===== config.mk =====
export PLATFORM = sky130hd
export DESIGN_NAME = i2c_fifo_irq_unit
export DESIGN_NICKNAME = d
export VERILOG_FILES = /design/src/rtl/i2c_fq_pkg.sv /design/src/rtl/byte_fifo.sv /design/src/rtl/trail_timer.sv /design/src/rtl/irq_flags.sv /design/src/rtl/i2c_fifo_irq_unit.sv
export SDC_FILE = /design/constraint.sdc
export NUM_CORES = 1
export LEC_CHECK = 0
export ABC_AREA = 1
export BUFFER_PORTS_ARGS = -buffer_cell sky130_fd_sc_hd__buf_2
export CORE_MARGIN = 1.5
export CORE_UTILIZATION = 40
export CTS_CLUSTER_SIZE = 16
export DETAILED_ROUTE_END_ITERATION = 12
export GPL_ROUTABILITY_DRIVEN = 1
export PLACE_DENSITY = 0.68
export SLEW_MARGIN = 10
export SYNTH_ARGS = -nofsm -noshare
export SYNTH_HDL_FRONTEND = slang
export SYNTH_SLANG_ARGS = --single-unit

===== constraint.sdc =====
create_clock -name clk -period 4.15 [get_ports clk]
set_clock_uncertainty 0.2 [all_clocks]
set_input_delay 0.83 -clock clk [delete_from_list [all_inputs] [get_ports clk]]
set_output_delay 0.83 -clock clk [all_outputs]
set_load 0.1 [all_outputs]

===== src/rtl/i2c_fq_pkg.sv =====
package i2c_fq_pkg;
  localparam int STAT_W       = 7;
  localparam int B_TXAE       = 0;
  localparam int B_RXAF       = 1;
  localparam int B_TXUR       = 2;
  localparam int B_TXOR       = 3;
  localparam int B_RXUR       = 4;
  localparam int B_RXOR       = 5;
  localparam int B_TRAIL      = 6;
  localparam logic [STAT_W-1:0] STICKY_MASK = 7'b111_1100;
  localparam logic [STAT_W-1:0] LIVE_MASK   = 7'b000_0011;

  localparam int TRIG_W       = 7;
  localparam int C_RXEN       = 0;
  localparam int C_TXEN       = 1;
  localparam int C_RXTRIG_LSB = 4;
  localparam int C_TXTRIG_LSB = 16;

  localparam int S_TXLVL_LSB  = 0;
  localparam int S_TXFULL     = 7;
  localparam int S_TXEMPTY    = 8;
  localparam int S_RXLVL_LSB  = 16;
  localparam int S_RXFULL     = 23;
  localparam int S_RXEMPTY    = 24;

  typedef struct packed {
    logic              rx_en;
    logic              tx_en;
    logic [TRIG_W-1:0] rx_trig;
    logic [TRIG_W-1:0] tx_trig;
  } fifo_ctl_t;

  function automatic fifo_ctl_t decode_ctl(input logic [31:0] w);
    fifo_ctl_t c;
    c.rx_en   = w[C_RXEN];
    c.tx_en   = w[C_TXEN];
    c.rx_trig = w[C_RXTRIG_LSB +: TRIG_W];
    c.tx_trig = w[C_TXTRIG_LSB +: TRIG_W];
    return c;
  endfunction
endpackage


===== src/rtl/byte_fifo.sv =====
module byte_fifo #(
  parameter int DEPTH = 16,
  parameter int DW    = 8,
  localparam int AW   = $clog2(DEPTH),
  localparam int CW   = $clog2(DEPTH + 1)
) (
  input  logic          clk,
  input  logic          rst,
  input  logic          flush,
  input  logic          push,
  input  logic [DW-1:0] push_data,
  input  logic          pop,
  output logic [DW-1:0] pop_data,
  output logic [CW-1:0] level,
  output logic          full,
  output logic          empty,
  output logic          push_drop,
  output logic          pop_drop
);
  logic [DW-1:0] mem [DEPTH];
  logic [AW-1:0] wr_ptr, rd_ptr;
  logic [CW-1:0] count;
  logic          push_ok, pop_ok;

  assign full      = (count == CW'(DEPTH));
  assign empty     = (count == '0);
  assign push_ok   = push && !full && !flush;
  assign pop_ok    = pop && !empty && !flush;
  assign push_drop = push && full && !flush;
  assign pop_drop  = pop && empty && !flush;
  assign level     = count;

  // storage and read register kept reset-free so a block RAM can hold them
  always_ff @(posedge clk) begin
    if (push_ok) mem[wr_ptr] <= push_data;
    if (pop_ok)  pop_data    <= mem[rd_ptr];
  end

  always_ff @(posedge clk) begin
    if (rst || flush) begin
      wr_ptr <= '0;
      rd_ptr <= '0;
      count  <= '0;
    end else begin
      if (push_ok) wr_ptr <= wr_ptr + AW'(1);
      if (pop_ok)  rd_ptr <= rd_ptr + AW'(1);
      count <= count + CW'(push_ok) - CW'(pop_ok);
    end
  end

  initial begin
    a_r2_pow2_depth: assert ((1 << AW) == DEPTH)
      else $error("byte_fifo depth must be a power of two");
  end

  a_r2_level_bound: assert property (@(posedge clk) disable iff (rst)
    level <= CW'(DEPTH));

  a_r2_no_phantom: assert property (@(posedge clk) disable iff (rst)
    (empty && !push) |=> empty);
endmodule


===== src/rtl/trail_timer.sv =====
module trail_timer #(
  parameter int CW     = 5,
  parameter int TRIG_W = 7,
  parameter int TW     = 8
) (
  input  logic              clk,
  input  logic              rst,
  input  logic              rx_en,
  input  logic [CW-1:0]     level,
  input  logic [TRIG_W-1:0] rx_trig,
  input  logic              push,
  input  logic [TW-1:0]     limit,
  output logic              fire
);
  logic [TW-1:0] cnt;
  logic          partial;

  assign partial = rx_en && (level != '0) && (TRIG_W'(level) < rx_trig);

  always_ff @(posedge clk) begin
    if (rst || !partial || push) cnt <= '0;
    else if (cnt != limit)       cnt <= cnt + TW'(1);
  end

  assign fire = partial && !push && (limit != '0) && (cnt == limit - TW'(1));

  a_r8_count_saturates: assert property (@(posedge clk) disable iff (rst)
    (limit != '0) |-> (cnt <= limit));
endmodule


===== src/rtl/irq_flags.sv =====
module irq_flags
  import i2c_fq_pkg::*;
(
  input  logic              clk,
  input  logic              rst,
  input  logic [STAT_W-1:0] live_vec,
  input  logic [STAT_W-1:0] set_vec,
  input  logic              clr_we,
  input  logic [STAT_W-1:0] clr_mask,
  input  logic              en_we,
  input  logic [STAT_W-1:0] en_data,
  output logic [STAT_W-1:0] stat,
  output logic              irq
);
  logic [STAT_W-1:0] sticky, en_q, clr_eff;

  assign clr_eff = clr_we ? clr_mask : '0;
  assign stat    = (sticky & STICKY_MASK) | (live_vec & LIVE_MASK);

  always_ff @(posedge clk) begin
    if (rst) begin
      sticky <= '0;
      en_q   <= '0;
      irq    <= 1'b0;
    end else begin
      sticky <= ((sticky & ~clr_eff) | set_vec) & STICKY_MASK;
      if (en_we) en_q <= en_data;
      irq <= |(stat & en_q);
    end
  end

  a_r7_sticky_hold: assert property (@(posedge clk) disable iff (rst)
    !clr_we |=> ((sticky & $past(sticky)) == $past(sticky)));

  a_r7_clear_effect: assert property (@(posedge clk) disable iff (rst)
    (clr_we && set_vec == '0) |=> ((sticky & $past(clr_mask)) == '0));

  a_r9_masked_quiet: assert property (@(posedge clk) disable iff (rst)
    (en_q == '0) |=> !irq);
endmodule


===== src/rtl/i2c_fifo_irq_unit.sv =====
module i2c_fifo_irq_unit
  import i2c_fq_pkg::*;
#(
  parameter int DEPTH   = 16,
  parameter int TRAIL_W = 8,
  localparam int CW     = $clog2(DEPTH + 1)
) (
  input  logic              clk,
  input  logic              rst,
  input  logic [31:0]       cfg_wdata,
  input  logic              ctl_we,
  input  logic              ien_we,
  input  logic              ist_clr_we,
  input  logic              trail_we,
  input  logic              sw_tx_we,
  input  logic              sw_rx_re,
  output logic [7:0]        sw_rx_byte,
  input  logic              eng_rx_push,
  input  logic [7:0]        eng_rx_byte,
  input  logic              eng_tx_pop,
  output logic [7:0]        eng_tx_byte,
  output logic [31:0]       fifo_status,
  output logic [STAT_W-1:0] irq_status,
  output logic              irq
);
  fifo_ctl_t          ctl;
  logic [TRAIL_W-1:0] trail_lim;

  logic [CW-1:0] tx_lvl, rx_lvl;
  logic tx_full, tx_empty, rx_full, rx_empty;
  logic tx_pdrop, tx_qdrop, rx_pdrop, rx_qdrop;
  logic trail_fire;
  logic [STAT_W-1:0] live_vec, set_vec;

  always_ff @(posedge clk) begin
    if (rst) begin
      ctl       <= '0;
      trail_lim <= TRAIL_W'(15);
    end else begin
      if (ctl_we)   ctl       <= decode_ctl(cfg_wdata);
      if (trail_we) trail_lim <= cfg_wdata[TRAIL_W-1:0];
    end
  end

  byte_fifo #(.DEPTH(DEPTH), .DW(8)) i_tx_fifo (
    .clk(clk), .rst(rst), .flush(!ctl.tx_en),
    .push(sw_tx_we), .push_data(cfg_wdata[7:0]),
    .pop(eng_tx_pop), .pop_data(eng_tx_byte),
    .level(tx_lvl), .full(tx_full), .empty(tx_empty),
    .push_drop(tx_pdrop), .pop_drop(tx_qdrop)
  );

  byte_fifo #(.DEPTH(DEPTH), .DW(8)) i_rx_fifo (
    .clk(clk), .rst(rst), .flush(!ctl.rx_en),
    .push(eng_rx_push), .push_data(eng_rx_byte),
    .pop(sw_rx_re), .pop_data(sw_rx_byte),
    .level(rx_lvl), .full(rx_full), .empty(rx_empty),
    .push_drop(rx_pdrop), .pop_drop(rx_qdrop)
  );

  trail_timer #(.CW(CW), .TRIG_W(TRIG_W), .TW(TRAIL_W)) i_trail (
    .clk(clk), .rst(rst), .rx_en(ctl.rx_en), .level(rx_lvl),
    .rx_trig(ctl.rx_trig), .push(eng_rx_push && ctl.rx_en),
    .limit(trail_lim), .fire(trail_fire)
  );

  always_comb begin
    live_vec          = '0;
    live_vec[B_TXAE]  = ctl.tx_en && (TRIG_W'(tx_lvl) <= ctl.tx_trig);
    live_vec[B_RXAF]  = ctl.rx_en && (TRIG_W'(rx_lvl) >= ctl.rx_trig);
    set_vec           = '0;
    set_vec[B_TXUR]   = tx_qdrop;
    set_vec[B_TXOR]   = tx_pdrop;
    set_vec[B_RXUR]   = rx_qdrop;
    set_vec[B_RXOR]   = rx_pdrop;
    set_vec[B_TRAIL]  = trail_fire;
  end

  irq_flags i_flags (
    .clk(clk), .rst(rst), .live_vec(live_vec), .set_vec(set_vec),
    .clr_we(ist_clr_we), .clr_mask(cfg_wdata[STAT_W-1:0]),
    .en_we(ien_we), .en_data(cfg_wdata[STAT_W-1:0]),
    .stat(irq_status), .irq(irq)
  );

  always_comb begin
    fifo_status                           = '0;
    fifo_status[S_TXLVL_LSB +: TRIG_W]    = TRIG_W'(tx_lvl);
    fifo_status[S_TXFULL]                 = tx_full;
    fifo_status[S_TXEMPTY]                = tx_empty;
    fifo_status[S_RXLVL_LSB +: TRIG_W]    = TRIG_W'(rx_lvl);
    fifo_status[S_RXFULL]                 = rx_full;
    fifo_status[S_RXEMPTY]                = rx_empty;
  end

  a_r10_flush_empty: assert property (@(posedge clk) disable iff (rst)
    (!ctl.tx_en && !ctl.rx_en) |=> (tx_lvl == '0 && rx_lvl == '0));

  a_r8_trail_partial: assert property (@(posedge clk) disable iff (rst)
    $rose(irq_status[B_TRAIL]) |-> $past(ctl.rx_en && rx_lvl != '0));

  a_r5_overrun_full: assert property (@(posedge clk) disable iff (rst)
    $rose(irq_status[B_TXOR]) |-> $past(tx_full));
endmodule


==> metrics.yaml, run 1 <==
peakVddDrop_mv: 0.2468
die_y_um: 193.5
ys_top_cells_by_count: "edfxtp_1 (272), nor2_1 (215), nand2_1 (137), o21ai_0 (133), inv_1 (78)"
synthFlopType: "edfxtp_1"
synthCells: 1297
hold_viol: 0
clkTransAtPathRegs_ns: 0.06
outcome: "finished, violations left"
ctsResizeCount: 0
drive_above_1_share_pct: 10.74
cp-start-kind: "register"
cts_setup_buffers: 0
p_per_area_mw_per_mm2: 441.8
viasPerCell: 5.273
cts.sinks: 343
avgRoutedWirePerCell_um: 17.81
std_cell_rows: 69
vias: 9697
clockBufferDepth: 3
syn_avg_cell_area_um2: 11.20
endpoint_kind: "output port"
first_global_vias: 9405
synth.area.mux_share_pct: 0.8272
portBuffers: 73
design_area_mm2: 0.01627
postCtsHoldBufs: 0
setup_viol: 0
synthAdderAreaFrac_pct: 3.205
fp.dieArea_mm2: 0.03746
drtIter0Drc: 805
cp.required_ns: 3.12
hpwl_um: 20430
cts_buffers: 36
fmax_mhz: 295.9
fin_setup_tns_ns: 0
htreeDepth: 2
syn-cell-area_mm2: 0.01452
violations: "DRC"
num_io_pins: 106
dieWidth_um: 193.5
antenna_found_initial: 0
grt_usage_pct: 17.48
postRouteAntennaNets: 0
grt_pass1_wl_um: 51430
synth_simple_gate_area_share_pct: 11.14
antenna_cells: 0
slew_headroom_pct: 20.00
root_buffer: "clkbuf_16"
synth_area_leaders: "edfxtp_1 (56%), dfxtp_1 (9.8%), nor2_1 (5.6%)"
synth_edf_count: 272
hold_path.class: "reg2reg"
clk_latency_ns: 0.52
areaGrowthSynthToFinish_pct: 12.03
floorplan.initialDensity_pct: 40.73
dr.pass1.iters: 9
cp_max_fo: 5
worst_pin_slew_ns: 1.200
grt_setup_unrepaired: "false"
final_max_slew_viol_count: 0
cp.arrival_ns: 2.35
cts_tree: "done"
yosys_warnings: 0
core_area_mm2: 0.03566
period_minus_slack_ns: 3.380
synth-xor-area-share_pct: 0.9564
synth_top_area_share_pct: 56.25
max-cap-violations: 0
fin_nets: 1438
total_power_mw: 7.187
routed_wl_um: 32740
grt_max_degree: 68
synth.most_common_cell: "edfxtp_1"
synth_top_family_by_area: "compound AO/OA/AOI/OAI gates"
placed_cell_area_mm2: 0.01513
postLayoutCoreUtil_pct: 45.63
ys_ff_latch: 343
gr-total-overflow: 0
async_flop_share_pct: 0
fin_crit_sh_pct: 81.44
gp_congestion: 0.8377
synth_area_leader_cell: "edfxtp_1"
crit_type: "reg2out"
power.leakage_nw: 5.755
drc_errors: 8
ys_seq_area_share_pct: 66.03
synthDistinctLibCells: 36
synth_compound_area_share_pct: 12.27
==> placed cells by master, fill, tap and decap left out, drive strengths merged, types with 2 or more instances in the layout <==
master	count
o21ai	173
clkbuf	48
fa	2
xnor2	6
a21oi	59
nor3	8
nor3b	3
clkinv	15
bufinv	3
o221ai	33
xor2	9
edfxtp	272
a211oi	2
nand3	31
ha	34
o211ai	31
nor2	215
o22ai	11
mux2i	12
nand4	9
dfxtp	71
inv	93
conb	18
nand2	138
buf	78
==> kinds of logic after synthesis <==
group / Yosys count
AO/OA/AOI/OAI: 311
multiplexers: 12
XOR/XNOR: 15
adder cells (fa/ha/maj): 36
AND/OR/NAND/NOR: 405
buffers and inverters: 174
other: 1
flip-flops: 343
==> sequential cells by signal (all words and copies together) (netlist names) <==
register,count
ctl,16
i_flags.en_q,7
i_flags.irq,1
i_flags.sticky,5
i_rx_fifo.level,5
i_rx_fifo.mem,128
i_rx_fifo.pop_data,8
i_rx_fifo.rd_ptr,4
i_rx_fifo.wr_ptr,4
i_trail.cnt,8
i_tx_fifo.level,5
i_tx_fifo.mem,128
i_tx_fifo.pop_data,8
i_tx_fifo.rd_ptr,4
i_tx_fifo.wr_ptr,4
trail_lim,8
==> critical path, stage by stage (launching register included) <==
cell and delay, ns:
dfxtp_1 0.37, ha_1 0.32, nand2_1 0.05, nor3_1 0.20, nand4_1 0.18, a21oi_2 0.24
buf_2 0.46
==> final cells by class <==
cell class              count  area (um^2)
inverters                  96        365.4
flip-flops and latches    343         9593
clock buffers              48        967.2
multi-input cells         797         4195
clock inverters            16        167.7
fillers                  3167        19390
repair buffers             78        402.9
well taps                 461        576.8
==> power by group <==
part,switching (mW),total (mW),internal [mW]
combinational,0.236,0.293,0.0566
clock,1.31,3.14,1.84
sequential,0.0188,3.75,3.73
==> layer usage <==
layer	GRT usage (%)	vias up	wire length [um]
met5	0	-	0
met4	6.707	0	922
met3	3.033	64	2140
met2	28.15	312	15380
met1	23.68	4639	14300
li1	-	4682	-
==> path summary, 6_finish.rpt <==
kind | from | slack [ns] | cells after the start | endpoint
worst min-delay path | ctl[11] | 0.27 | 2 | ctl[11]
worst max-delay path | i_tx_fifo.level[4] | 0.77 | 6 | irq_status[0]
worst min register to register | ctl[11] | 0.27 | 2 | ctl[11]
worst max register to register | i_rx_fifo.level[2] | 1.00 | 14 | i_rx_fifo.level[4]
==> through the flow <==
| stage | hold WS, ns | setup slack, ns | instances |
|---|---|---|---|
| 6_report | 0.2659 | 0.7702 | 1839 |
| 5_1_grt | 0.3003 | 0.6497 | 1839 |
| 4_1_cts | 0.2647 | 0.7266 | 1839 |
| 3_5_place_dp | 0.2571 | 0.8886 | 1775 |
| 3_3_place_gp | 0.2504 | 0.9521 | 1775 |
| 2_1_floorplan | 0.2373 | 0.5264 | 1314 |
No activity file was read; power rests on OpenSTA's default activity.
==> run 2: changes to the inputs <==
- ABC_AREA: 1 -> 0
- PLACE_DENSITY: 0.68 -> 0.7
- clock period: 4.15 -> 3.01 ns (I/O delays scaled with it)
==> run 2 against run 1 <==
The run now ends clean. Via count decreased by 24%. Clock power increased by 38%. Critical path depth increased by 1. Final cell count decreased by 21%. Largest power group unchanged.
==> metrics.yaml, run 2 <==
postRouteAntennaNets: 0  # unchanged
hold_path.class: "in2reg"  # was reg2reg
routed_wl_um: 26820  # was 32740 um
clk_latency_ns: 0.53  # was 0.52 ns
hpwl_um: 18280  # was 20430 um
synth_compound_area_share_pct: 2.316  # was 12.27%
peakVddDrop_mv: 0.3720  # was 0.2468 mV
synthFlopType: "edfxtp_1"  # unchanged
synth_area_leader_cell: "edfxtp_1"  # unchanged
fin_crit_sh_pct: 97.14
setup_viol: 0  # unchanged
layout_common_cells: "edfxtp_1 (272), nor2_1 (90), mux4_2 (80)"  # was edfxtp_1 (272), nor2_1 (215), nand2_1 (137)
gp_congestion: 0.8063  # was 0.8377
max-cap-violations: 0  # unchanged
cts_tree: "done"  # unchanged
fillers: 2926  # was 3167
root_buffer: "clkbuf_16"  # unchanged
cp.arrival_ns: 2.12  # was 2.35 ns
layout_commonest_cell: "edfxtp_1"  # unchanged
outcome: "finished, final reports clean"  # was finished, violations left
grt_usage_pct: 15.15  # was 17.48%
grt_setup_unrepaired: "true"  # was false
async_flop_share_pct: 0  # unchanged
gr-total-overflow: 0  # unchanged
first_global_vias: 7590  # was 9405
synthCells: 852  # was 1297
p_per_area_mw_per_mm2: 597.0  # was 441.8 mW/mm^2
cp_max_fo: 2  # was 5
synthAdderAreaFrac_pct: 3.358  # was 3.205%
synth_top_area_share_pct: 57.69  # was 56.25%
synth_area_leaders: "edfxtp_1 (58%), mux4_2 (13%), dfxtp_1 (10%)"  # was edfxtp_1 (56%), dfxtp_1 (9.8%), nor2_1 (5.6%)
fp.dieArea_mm2: 0.03653  # was 0.03746 mm^2
fmax_mhz: 342.0
period_minus_slack_ns: 2.924
grt_max_degree: 36  # was 68
ys_ff_latch: 343  # unchanged
std_cell_rows: 68  # was 69
htreeDepth: 2  # unchanged
crit_type: "reg2out"  # unchanged
dr.pass1.iters: 5  # was 9
syn_avg_cell_area_um2: 16.62  # was 11.20 um^2
cp-start-kind: "register"  # unchanged
setup_ws_ns: 0.08623  # was 0.7702 ns
power.leakage_nw: 5.679  # was 5.755 nW
yosys_warnings: 0  # unchanged
floorplan.initialDensity_pct: 40.78  # was 40.73%
cts.sinks: 343  # unchanged
antenna_found_initial: 0  # unchanged
clkTransAtPathRegs_ns: 0.06  # about the same
synth_top_family_by_area: "multiplexers"  # was compound AO/OA/AOI/OAI gates
cp.required_ns: 2.21  # was 3.12 ns
slew_headroom_pct: 56.76  # was 20.00%
ys_seq_area_share_pct: 67.73  # was 66.03%
synth-xor-area-share_pct: 2.351  # was 0.9564%
grt_pass1_wl_um: 42500  # was 51430 um
design_area_mm2: 0.01651  # was 0.01627 mm^2
avgRoutedWirePerCell_um: 18.50  # was 17.81 um
num_io_pins: 106  # unchanged
drive_above_1_share_pct: 29.15  # was 10.74%
synth.area.mux_share_pct: 14.92  # was 0.8272%
hold_viol: 0  # unchanged
viasPerCell: 5.074  # was 5.273
pre_cts_ws_ns: 0.1832  # was 0.8886 ns
final_max_slew_viol_count: 0  # unchanged
syn-cell-area_mm2: 0.01416  # was 0.01452 mm^2
core_area_mm2: 0.03471  # was 0.03566 mm^2
placed_cell_area_mm2: 0.01527  # was 0.01513 mm^2
cts_buffers: 36  # unchanged
fin_setup_tns_ns: 0  # unchanged
synth_simple_gate_area_share_pct: 6.027  # was 11.14%
reg_top3: "i_rx_fifo.mem (128), i_tx_fifo.mem (128), ctl (16)"  # unchanged
areaGrowthSynthToFinish_pct: 16.62  # was 12.03%
clockBufferDepth: 3  # unchanged
vias: 7357  # was 9697
dieWidth_um: 191.1  # was 193.5 um
worst_pin_slew_ns: 0.6477  # was 1.200 ns
portBuffers: 73  # unchanged
endpoint_kind: "output port"  # unchanged
synthDistinctLibCells: 50  # was 36
die_y_um: 191.1  # was 193.5 um
synth.most_common_cell: "edfxtp_1"  # unchanged
synth_edf_count: 272  # unchanged
fin_nets: 1053  # was 1438
drc_errors: 0  # was 8
ys_top_cells_by_count: "edfxtp_1 (272), nor2_1 (92), mux4_2 (80), dfxtp_1 (71)"  # was edfxtp_1 (272), nor2_1 (215), nand2_1 (137), o21ai_0 (133), inv_1 (78)
drtIter0Drc: 468  # was 805
antenna_cells: 0  # unchanged
==> run 2: changes by cell type in the layout (fill, tap and decap cells not counted), sizes merged, moves of 11 or more <==
cell and change:
mux2i +19, nand3 -23, o21ai -165, o211ai -28, nand2 -104, nor2 -123, o22ai -11, inv -58
xnor2 +12, buf +44, o221ai -33, mux4 +80, a21oi -45, xor2 +11
==> run 2: metal layers <==
metal / global-route usage [%] / vias to the layer above / routed length, um
met2: 25.25 / 178 / 13060
met5: 0 / - / 0
met4: 4.778 / 0 / 677
met1: 20.44 / 3689 / 11940
met3: 2.313 / 51 / 1148
li1: - / 3439 / -
==> run 2: layout make-up <==
class                   instances  area, um^2  area share, %
inverters                      32       120.1         0.7275
clock inverters                19       188.9          1.144
well taps                     455       569.3          3.448
flip-flops and latches        343        9610          58.21
multi-input cells             432        4238          25.67
clock buffers                  47       983.4          5.956
repair buffers                122       800.8          4.850
==> run 2: stage by stage <==
stage,util [%],hold slack (ns),total power [mW],cells
after floorplan,-,0.2592,5.521,869
after global placement,43.98,0.2716,5.614,1383
after detailed placement,43.98,0.2879,5.627,1383
after CTS,47.42,0.09645,9.942,1450
after global routing,47.56,0.1196,10.16,1450
final,47.56,0.1076,9.858,1450
==> run 2: timing repair <==
item | 4_1_cts | 5_1_grt
gates resized for setup | 3 | 11
hold buffers | 0 | 0
setup endpoints to repair | 2 | 3
setup buffers | 1 | 0
pin swaps | 0 | 4
==> run 2: worst paths after layout <==
check	end	cells after the start	slack [ns]	start
worst max-delay path	irq_status[1]	7	0.09	i_rx_fifo.level[0]
worst min-delay path	ctl[12]	3	0.11	cfg_wdata[9]
worst max register to register	i_tx_fifo.level[4]	13	0.17	i_tx_fifo.level[2]
worst min register to register	ctl[4]	2	0.30	ctl[4]
==> run 2: cells by family after synthesis <==
group / count (synthesis)
XOR/XNOR: 38
multiplexers: 111
AND/OR/NAND/NOR: 180
buffers and inverters: 94
other: 1
AO/OA/AOI/OAI: 48
flip-flops: 343
adder cells (fa/ha/maj): 37
==> run 2: power by group <==
part	switching [mW]	leakage, nW	internal [mW]
Clock	1.81	0.575	2.51
Sequential	0.0246	3.03	5.14
Combinational	0.279	2.07	0.0961
Total	2.11	5.68	7.74
==> run 2: worst max-delay path, stage by stage (launching register included) <==
cell and delay [ns]:
dfxtp_2 0.32, inv_1 0.06, ha_1 0.28, nand2b_1 0.14, a21o_1 0.17, a211o_1 0.27, o211a_1 0.17, buf_12 0.17
==> run 3: changes to the inputs <==
- PLACE_DENSITY: 0.7 -> 0.68
- clock period: 3.01 -> 3.35 ns (I/O delays scaled with it)
==> run 3 against run 2 <==
Sequential share of layout area is 0.91 points higher. Non-clock buffer count is 6 lower. Die area stayed put.
==> metrics.yaml, run 3 (synthesis results as in run 2) <==
postRouteAntennaNets: 0  # unchanged
p_sw_mw: 1.841  # was 2.115 mW
pwr-share-comb_pct: 3.7  # was 3.8%
grt_usage_pct: 15.41  # was 15.15%
setup_ws_ns: 0.1802  # was 0.08623 ns
period_minus_slack_ns: 3.170
gp_congestion: 0.8066  # was 0.8063
hpwl_um: 18140  # was 18280 um
areaGrowthSynthToFinish_pct: 14.72  # was 16.62%
cts.sinks: 343  # unchanged
hold_path.class: "in2reg"  # unchanged
worst_pin_slew_ns: 0.7226  # was 0.6477 ns
dieWidth_um: 191.1  # unchanged
routed_wl_um: 27370  # was 26820 um
grt_max_degree: 36  # unchanged
fp.dieArea_mm2: 0.03653  # unchanged
cp_max_fo: 6  # was 2
die_y_um: 191.1  # unchanged
max-cap-violations: 0  # unchanged
fin_setup_tns_ns: 0  # unchanged
antenna_found_initial: 1  # was 0
viasPerCell: 5.122  # was 5.074
layout_commonest_cell: "edfxtp_1"  # unchanged
root_buffer: "clkbuf_16"  # unchanged
ctsResizeCount: 0  # was 3
core_area_mm2: 0.03471  # unchanged
gr-total-overflow: 0  # unchanged
first_global_vias: 7424  # was 7590
outcome: "finished, final reports clean"  # unchanged
clkTransAtPathRegs_ns: 0.06  # about the same
vias: 7375  # was 7357
grt_pass1_wl_um: 42790  # was 42500 um
r2r_cells: 13  # unchanged
postCtsHoldBufs: 0  # unchanged
avgRoutedWirePerCell_um: 19.00  # was 18.50 um
setup_viol: 0  # unchanged
layout_common_cells: "edfxtp_1 (272), nor2_1 (90), mux4_2 (80)"  # unchanged
p_per_area_mw_per_mm2: 526.5  # was 597.0 mW/mm^2
fin_crit_sh_pct: 94.62
htreeDepth: 2  # unchanged
drtIter0Drc: 549  # was 468
cp.required_ns: 2.48  # was 2.21 ns
drive_above_1_share_pct: 26.63  # was 29.15%
endpoint_kind: "output port"  # unchanged
std_cell_rows: 68  # unchanged
fin_nets: 1046  # was 1053
portBuffers: 73  # unchanged
switching_share_pct: 21.52  # was 21.45%
crit_type: "reg2out"  # unchanged
grt_setup_unrepaired: "false"  # was true
fmax_mhz: 315.5
dr.pass1.iters: 5  # unchanged
cts_tree: "done"  # unchanged
final_max_slew_viol_count: 0  # unchanged
clockBufferDepth: 3  # unchanged
power_frac_seq_pct: 54.3  # was 52.3%
clk_latency_ns: 0.52  # was 0.53 ns
p_int_mw: 6.711  # was 7.743 mW
cts_buffers: 35  # was 36
cp.arrival_ns: 2.30  # was 2.12 ns
min_path_cells: 3  # unchanged
reg_top3: "i_rx_fifo.mem (128), i_tx_fifo.mem (128), ctl (16)"  # unchanged
cp-start-kind: "register"  # unchanged
floorplan.initialDensity_pct: 40.78  # unchanged
hold_viol: 0  # unchanged
clkPwrFrac_pct: 42.0  # was 43.8%
slew_headroom_pct: 51.76  # was 56.76%
power.leakage_nw: 5.548  # was 5.679 nW
cts_setup_buffers: 0  # was 1
num_io_pins: 106  # unchanged
peakVddDrop_mv: 0.3087  # was 0.3720 mV
pre_cts_ws_ns: 0.5395  # was 0.1832 ns
drc_errors: 0  # unchanged
-- run 3: cell types whose count changed in the layout (fill, tap and decap cells not counted), sizes merged --
cell	delta
bufinv	-1
clkbuf	-3
clkinv	+2
diode	+1
inv	-2
buf	-7
-- run 3: power groups by stage --
| stage | sequential [mW] | combinational, mW | clock [mW] |
|---|---|---|---|
| after floorplan | 4.73 | 0.229 | 0 |
| after global placement | 4.73 | 0.314 | 0 |
| after detailed placement | 4.73 | 0.322 | 0 |
| after CTS | 4.64 | 0.323 | 3.67 |
| after global routing | 4.64 | 0.349 | 3.83 |
| final | 4.64 | 0.320 | 3.59 |
-- run 3: worst paths after layout --
path,endpoint,slack [ns],start
max,irq_status[0],0.18,i_tx_fifo.level[1]
min,ctl[11],0.19,cfg_wdata[8]
max reg2reg,i_tx_fifo.level[4],0.51,i_tx_fifo.level[2]
min reg2reg,i_flags.en_q[0],0.29,i_flags.en_q[0]
-- run 3: metal layers --
metal,track usage [%],part of all wire [%],vias to the layer above
li1,-,-,3417
met1,21.95,45,3729
met2,24.44,48,178
met3,2.405,4.8,51
met4,4.627,2.2,0
met5,0,0,-
-- run 3: critical path, cell delays in order (launching register included) --
cell and delay (ns):
dfxtp_2 0.36, ha_1 0.31, nor2b_1 0.13, o21a_1 0.16, nor3_1 0.21, o21a_1 0.17, buf_2 0.42
-- run 3: stage by stage --
stage / cells / total power [mW] / hold WS, ns / cell area, um^2 / util (%)
floorplan: 869 / 4.962 / 0.2592 / 14240 / -
global placement: 1378 / 5.044 / 0.2726 / 15180 / 43.72
detailed placement: 1378 / 5.053 / 0.2809 / 15180 / 43.72
CTS: 1439 / 8.638 / 0.1757 / 16240 / 46.77
global route: 1440 / 8.826 / 0.1913 / 16240 / 46.79
finish: 1440 / 8.552 / 0.1885 / 16240 / 46.79
-- run 3: cell type report --
cell class	instances	area (um^2)
diodes	1	2.502
clock buffers	43	905.9
clock inverters	18	152.6
fillers	2951	18470
inverters	32	120.1
multi-input cells	432	4174
flip-flops and latches	343	9602
well taps	455	569.3
repair buffers	116	715.7
